--- src/rtl/cobs_tx_pkg.sv ---
`timescale 1ns/1ps
package cobs_tx_pkg;
    // Largest payload that a single code byte can cover without splitting.
    localparam int LEN_LIMIT = 254;
    localparam logic [7:0] DELIM_BYTE = 8'h00;

    typedef enum logic [2:0] {
        ST_IDLE,
        ST_SCAN,
        ST_CODE,
        ST_DATA,
        ST_DELIM
    } tx_state_e;

    // A run of n non-zero bytes is announced by n+1.
    function automatic logic [7:0] run_code(input logic [7:0] run_len);
        return run_len + 8'd1;
    endfunction
endpackage

--- src/rtl/cobs_tx_buf.sv ---
`timescale 1ns/1ps
module cobs_tx_buf #(
    parameter int MAX_LEN = 254,
    parameter int AW = 8
) (
    input  logic          clk,
    input  logic          we,
    input  logic [AW-1:0] waddr,
    input  logic [7:0]    wdata,
    input  logic [AW-1:0] raddr,
    output logic [7:0]    rdata
);
    localparam int IW = $clog2(MAX_LEN);

    logic [7:0] mem [MAX_LEN];

    always_ff @(posedge clk) begin
        if (we) begin
            mem[waddr[IW-1:0]] <= wdata;
        end
    end

    // Reads past the stored range return zero; the scanner never uses them.
    assign rdata = (raddr < AW'(MAX_LEN)) ? mem[raddr[IW-1:0]] : 8'h00;
endmodule

--- src/rtl/cobs_tx_ctrl.sv ---
`timescale 1ns/1ps
module cobs_tx_ctrl
    import cobs_tx_pkg::*;
#(
    parameter int MAX_LEN = 254,
    parameter int AW = 8
) (
    input  logic          clk,
    input  logic          rst,
    input  logic          start,
    input  logic [AW-1:0] len,
    input  logic [7:0]    rd_data,
    output logic [AW-1:0] rd_addr,
    output logic          busy,
    output logic          out_valid,
    input  logic          out_ready,
    output logic [7:0]    out_data
);
    tx_state_e     state;
    logic [AW-1:0] ptr;        // scan position, then emit position
    logic [AW-1:0] run_len;    // non-zero bytes in the current run
    logic [AW-1:0] remain;     // run bytes still to emit
    logic [AW-1:0] frame_len;
    logic          at_end;     // run closed by end of payload, not by a zero

    always_ff @(posedge clk) begin
        if (rst) begin
            state     <= ST_IDLE;
            ptr       <= '0;
            run_len   <= '0;
            remain    <= '0;
            frame_len <= '0;
            at_end    <= 1'b0;
        end else begin
            unique case (state)
                ST_IDLE: begin
                    if (start && (int'(len) <= MAX_LEN)) begin
                        frame_len <= len;
                        ptr       <= '0;
                        run_len   <= '0;
                        state     <= ST_SCAN;
                    end
                end
                ST_SCAN: begin
                    if (ptr == frame_len) begin
                        at_end <= 1'b1;
                        state  <= ST_CODE;
                    end else if (rd_data == 8'h00) begin
                        at_end <= 1'b0;
                        state  <= ST_CODE;
                    end else begin
                        ptr     <= ptr + AW'(1);
                        run_len <= run_len + AW'(1);
                    end
                end
                ST_CODE: begin
                    if (out_ready) begin
                        if (run_len == '0) begin
                            if (at_end) begin
                                state <= ST_DELIM;
                            end else begin
                                ptr   <= ptr + AW'(1);   // step over the zero
                                state <= ST_SCAN;
                            end
                        end else begin
                            ptr    <= ptr - run_len;     // rewind to run start
                            remain <= run_len;
                            state  <= ST_DATA;
                        end
                    end
                end
                ST_DATA: begin
                    if (out_ready) begin
                        if (remain == AW'(1)) begin
                            run_len <= '0;
                            if (at_end) begin
                                state <= ST_DELIM;
                            end else begin
                                ptr   <= ptr + AW'(2);   // past the zero
                                state <= ST_SCAN;
                            end
                        end else begin
                            ptr    <= ptr + AW'(1);
                            remain <= remain - AW'(1);
                        end
                    end
                end
                ST_DELIM: begin
                    if (out_ready) begin
                        state <= ST_IDLE;
                    end
                end
                default: state <= ST_IDLE;
            endcase
        end
    end

    assign rd_addr   = ptr;
    assign busy      = (state != ST_IDLE);
    assign out_valid = (state == ST_CODE) || (state == ST_DATA) || (state == ST_DELIM);

    always_comb begin
        unique case (state)
            ST_CODE: out_data = run_code(8'(run_len));
            ST_DATA: out_data = rd_data;
            default: out_data = DELIM_BYTE;
        endcase
    end
endmodule

--- src/rtl/cobs_tx.sv ---
`timescale 1ns/1ps
module cobs_tx #(
    parameter int MAX_LEN = 254,
    localparam int AW = $clog2(MAX_LEN + 2)
) (
    input  logic          clk,
    input  logic          rst,
    input  logic          wr_en,
    input  logic [AW-1:0] wr_addr,
    input  logic [7:0]    wr_data,
    input  logic          start,
    input  logic [AW-1:0] len,
    output logic          busy,
    output logic          out_valid,
    input  logic          out_ready,
    output logic [7:0]    out_data
);
    logic [AW-1:0] rd_addr;
    logic [7:0]    rd_data;
    logic          store_we;

    // The store is frozen for the whole frame so that a stall never sees new data.
    assign store_we = wr_en && !busy && (wr_addr < AW'(MAX_LEN));

    cobs_tx_buf #(.MAX_LEN(MAX_LEN), .AW(AW)) i_buf (
        .clk   (clk),
        .we    (store_we),
        .waddr (wr_addr),
        .wdata (wr_data),
        .raddr (rd_addr),
        .rdata (rd_data)
    );

    cobs_tx_ctrl #(.MAX_LEN(MAX_LEN), .AW(AW)) i_ctrl (
        .clk       (clk),
        .rst       (rst),
        .start     (start),
        .len       (len),
        .rd_data   (rd_data),
        .rd_addr   (rd_addr),
        .busy      (busy),
        .out_valid (out_valid),
        .out_ready (out_ready),
        .out_data  (out_data)
    );
endmodule

--- config.mk ---
export PLATFORM = sky130hd
export DESIGN_NAME = cobs_tx
export DESIGN_NICKNAME = d
export VERILOG_FILES = /design/src/rtl/cobs_tx_pkg.sv /design/src/rtl/cobs_tx_buf.sv /design/src/rtl/cobs_tx_ctrl.sv /design/src/rtl/cobs_tx.sv
export SDC_FILE = /design/constraint.sdc
export NUM_CORES = 2
export LEC_CHECK = 0
export CAP_MARGIN = 5
export CORE_MARGIN = 2
export CORE_UTILIZATION = 32
export DETAILED_ROUTE_END_ITERATION = 12
export PLACE_DENSITY = 0.57
export SKIP_LAST_GASP = 1
export SLEW_MARGIN = 25
export SYNTH_ARGS = -nofsm -noshare
export SYNTH_HDL_FRONTEND = slang
export SYNTH_SLANG_ARGS = --single-unit
--- constraint.sdc ---
create_clock -name clk -period 5.19 [get_ports clk]
set_input_delay 1.038 -clock clk [delete_from_list [all_inputs] [get_ports clk]]
set_output_delay 1.038 -clock clk [all_outputs]
set_load 0.02 [all_outputs]
* Yosys cells after proc, flatten, opt, wreduce, memory -nomap -nowiden
Memories as Yosys holds them, arrays and structs flattened. A register that Yosys moved wholly into a read port is not among the register bits. Index checks and enable logic that the tools add are counted.
Cells by class: reduce and logical (&&, ||, !) cells 20, mux-type cells 38, magnitude comparators 3, eq/ne operators 18, add/subtract/negate cells 5
Operators by type and width (count):
- $mux W8 | 20
- $pmux W8 S2 | 2
- $pmux W8 S4 | 1
- $mux W3 | 9
- $pmux W8 S3 | 1
- $add A8 B1 Y8 const B | 2
- $logic_not A8 Y1 | 2
- $lt A8 B8 Y1 const B | 2
- $pmux W3 S5 | 1
- $ne A2 B2 Y1 const B | 7
- $reduce_and A6 Y1 | 2
- $add A8 B2 Y8 const B | 1
- $eq A8 B1 Y1 const B | 1
- $eq A8 B8 Y1 | 1
- $le A8 B8 Y1 const B | 1
- $reduce_and A8 Y1 | 1
- $sub A8 B1 Y8 const B | 1
- $sub A8 B8 Y8 | 1
- $eq A3 B2 Y1 const B | 2
- $ne A3 B3 Y1 const B | 2
- $reduce_bool A3 Y1 | 2
- $reduce_and A5 Y1 | 1
- $mux W1 | 4
- $ne A2 B1 Y1 const B | 2
- 10 further kinds | 15
Storage, ports and cells: logic and storage cells 91, RAM bits 2032, memories kept 1, flip-flop bits (word level) 36, input bits 29
Memory list:
- i_buf.mem | words 254, bits a word 8, rd ports 1, clocked after memory_dff 1, wr ports 1, line cobs_tx_buf.sv:15 | logic [7:0] mem [MAX_LEN];

* Longest topological paths before layout
depth in word-level cells 8, depth in mapped cells 18, mapped depth without buffers 13

* By module
From an unflattened synthesis, not the netlist that was laid out.
Unflattened totals: cell total of the unflattened synthesis 4235, area, all modules 82270.2 um2
By module, submodules not included:
- cobs_tx_buf | instances 1, area an instance 79502.5 um2, cells each 3860, sequential area each 61018.5 um2
- cobs_tx_ctrl | instances 1, area an instance 2736.4 um2, cells each 372, sequential area each 720.7 um2
- cobs_tx | instances 1, area an instance 31.3 um2, cells each 3, sequential area each 0.0 um2

* Worst setup path before layout
Ideal clock, no wire load.
path kind reg-to-output, from register (tool-made name), to output out_data[5], cell stages (with the launch flop) 12, slack 1.789 ns, arrival time 2.363 ns, cell sequence dfxtp_1 -> buf_6 -> buf_8 -> buf_12 -> buf_6 -> buf_6 -> nor2_1 -> a2111oi_0 -> a221oi_1 -> o32ai_1 -> nand2_1 -> o22ai_1
RTL lines:
- to (decl) | line cobs_tx.sv:16 | output logic [7:0] out_data

==> flow_metrics.tcl <==
set metrics [dict create \
    outcome "finished clean" \
    drc 0 \
    pre_cts_ws_ps -433.1 \
    fin_skew_ps 51.35 \
    fin_area_sq_mm 0.09736 \
    setup_ws_ps 22.19 \
    ys.flop_type "edfxtp_1" \
    synth_xor_area_share_pct 0.2136 \
    antenna_found_initial 3 \
    maxSlewViolCount 0 \
    io_pins 39 \
    regArea_sq_mm 0.06192 \
    cts-buffers-inserted 205 \
    fill_cells 22840 \
    grt_pass1_vias 43120 \
    grt_pass1_wl_um 323600 \
    synth.distinct_cells 81 \
    globalRouteMet3Util_pct 2.966 \
    syn_nets 4175 \
    netlist_top_cells_count "edfxtp_1 (2,032), mux4_2 (464), nor2_1 (347)" \
    seqPwrFrac_pct 42.8 \
    die_w_um 510.2 \
    synth_top_family_by_area "multiplexers" \
    drt.antenna.violating_nets 0 \
    core_sq_mm 0.2544 \
    multi_input_area_sq_mm 0.01925 \
    synth.avg_cell_area_sq_um 19.84 \
    place_area_sq_mm 0.08936 \
    setup_viol 0 \
    tightest_slew_ps 1083 \
    cp.arrival_ps 4130 \
    fin_nets 4680 \
    postCtsHoldBufs 0 \
    num_vias 43560 \
    p_leak_nw 29.99 \
    clock_path_buffers 3 \
    wirelength_um 227100 \
    path_max_fanout 11 \
    slew_headroom_pct 27.78 \
    cp-start-kind "flip-flop" \
    hp-class "flip-flop to flip-flop" \
    whs_endpoint "i_ctrl.remain[6]" \
    yosysTopAreaCell "edfxtp_1" \
    powerDensity_mw_per_mm2 448.1 \
    hold_viol 0 \
    grtUsageMet2_pct 27.55 \
    clock.fmax_mhz 193.5 \
    internal_power_mw 31.42 \
    reg2reg_setup_slack_ps 390 \
    synth_compound_area_share_pct 3.725 \
    placementRows 185 \
    power_frac_clock_pct 34.8 \
    tritoncts "built" \
    clk_latency_ps 850 \
    layout.cells.non_filler 8183 \
    start_util_pct 32.23 \
    cts.sinks 2076 \
    place_hpwl_um 145200 \
    muxShareOfSynthArea_pct 14.66 \
    wl_per_cell_um 27.75 \
    yosysTopAreaCellShare_pct 74.42 \
    holdPathStages 2 \
    syn_inst 4132 \
    drive_gt1_share_pct 29.80 \
    drt_first_pass_iters 5 \
    min-delay-start "i_ctrl.remain[6]" \
    synth_warnings 0 \
    fin_setup_tns_ps 0 \
    swShare_pct 27.98 \
    port_buffers 38 \
    avgViaCountPerCell 5.323 \
    cts-htree-levels 4 \
    synthTopCellsByArea "edfxtp_1 (74%), mux4_2 (13%), nor2_1 (1.6%)" \
    ys_async_sr_fraction_pct 0 \
    pwr-share-comb_pct 22.4 \
    switchingPower_mw 12.21 \
    yosysMostFrequentCell "edfxtp_1" \
    synth_edf_count 2032 \
    met1_usage_pct 24.45 \
    min_period_ps 5168 \
    path_clk_slew_ps 60 \
    required_ps 4150 \
    synth_area_sq_mm 0.08199 \
    synthAdderAreaFrac_pct 0.2228 \
    root_buffer "clkbuf_16" \
    worstSetupEndpointType "output pin" \
    seq_area_frac_synth_pct 75.49 \
    place_inst 7761 \
    area_growth_pct 18.74 \
    busiest_layer "met2" \
    dieHeight_um 510.2 \
    ys_ff_latch 2076 \
    reg2regPathDepth 16 \
    grt-ovfl-total 0 \
    grt_util_all_layers_pct 17.27 \
    synth-simple-area-share_pct 3.856 \
    dieArea_sq_mm 0.2603 \
    maxCapViolCount 0 \
    gp_congestion 0.8729 \
    fin_crit_sh_pct 99.57 \
    grt_start_max_net_pins 135 \
    drtIter0Drc 5320 \
    irDropWorstVdd_v 0.0003595 \
    rsz0062_at_grt "true" \
    crit_type "flip-flop to output pin" \
]
==> power by group through the flow <==
stage | sequential [mW] | clock, mW | combinational [mW]
2_1_floorplan | 18.9 | 0 | 5.36
3_3_place_gp | 19.1 | 0 | 8.82
3_5_place_dp | 19.1 | 0 | 8.85
4_1_cts | 18.7 | 15.4 | 9.64
5_1_grt | 18.7 | 16.0 | 10.2
6_report | 18.7 | 15.2 | 9.77
==> sequential cells by signal, summed over array words and instances, names as in the netlist, named ones only <==
name / cells
i_ctrl.run_len: 8
i_ctrl.rd_addr: 8
i_ctrl.remain: 8
i_ctrl.frame_len: 8
i_ctrl.state: 3
i_buf.mem: 2032
i_ctrl.at_end: 1
==> layout by cell type (no fill, tap or decap), types with 21 or more instances in the layout <==
cell type / count
edfxtp_1: 2032
mux4_2: 464
buf_4: 433
nor2_1: 341
clkbuf_16: 206
nand2_1: 145
mux2i_1: 117
a22oi_1: 65
o22ai_1: 51
buf_12: 49
a21oi_1: 48
clkinv_1: 47
nand3_1: 43
nor2b_1: 42
clkinv_2: 38
clkbuf_1: 38
o21ai_0: 37
dfxtp_1: 37
mux2_2: 31
bufinv_16: 28
nor3_1: 27
a211oi_1: 26
clkdlybuf4s50_1: 22
nand4_1: 21
==> stage by stage <==
stage	total power, mW	hold slack (ps)	util [%]
6_report	43.63	500.2	38.27
3_3_place_gp	27.91	457.4	35.12
5_1_grt	44.92	537.6	38.27
3_5_place_dp	27.94	482.5	35.13
2_1_floorplan	24.24	444.0	-
4_1_cts	43.75	493.2	38.21
==> critical path, cell delays in order (launching register included) <==
cell	delay [ps]
dfxtp_4	410
buf_12	150
buf_12	140
buf_12	160
buf_16	160
buf_4	140
mux4_2	350
nand2_1	80
nand4_1	210
o22ai_2	150
nor4_4	580
o21ai_4	170
buf_4	190
o22ai_2	180
buf_6	160
==> layer usage <==
| metal | wire length [um] | vias to the layer above | share of wire [%] |
|---|---|---|---|
| met5 | 0 | - | 0 |
| met2 | 108000 | 1848 | 48 |
| met4 | 5997 | 0 | 2.6 |
| li1 | - | 18130 | - |
| met1 | 96340 | 23300 | 42 |
| met3 | 16780 | 287 | 7.4 |
==> logic make-up (layout without fill, tap and decap cells) <==
family,after synthesis,in the layout
adders and majority gates,14,14
AOI/OAI and AO/OA,429,429
other,0,1
buffers and inverters,263,947
xor gates and xnor gates,20,20
muxes,617,617
DFF,2076,2076
and+or+nand+nor,713,713
==> worst max-delay path by stage <==
| stage | startpoint | endpoint | slack (ps) | depth (start not counted) |
|---|---|---|---|---|
| 2_1_floorplan | flip-flop | out_data[5] | 1790 | 11 |
| 3_3_place_gp | flip-flop | out_data[0] | -490 | 11 |
| 3_5_place_dp | flip-flop | out_data[0] | -430 | 11 |
| 4_1_cts | flip-flop | out_data[5] | -40 | 12 |
| 5_1_grt | flip-flop | out_data[2] | -80 | 15 |
| 6_report | flip-flop | out_data[6] | 20 | 14 |
==> cell type report <==
class / instances / share of cell area (%)
sequential: 2076 / 63.60
tap: 3366 / 4.326
inverter: 23 / 0.09124
antenna: 1 / 0.002570
timing repair buffer: 538 / 5.173
clock buffer: 245 / 5.455
multi-input combinational: 1793 / 19.77
clock inverter: 141 / 1.582
==> repair_timing <==
action,CTS,global route
pin swaps,19,17
endpoints found under the setup margin,19,8
gates cloned,5,0
setup buffers,21,9
gates resized for setup,167,27
(Power assumes the default switching activity.)
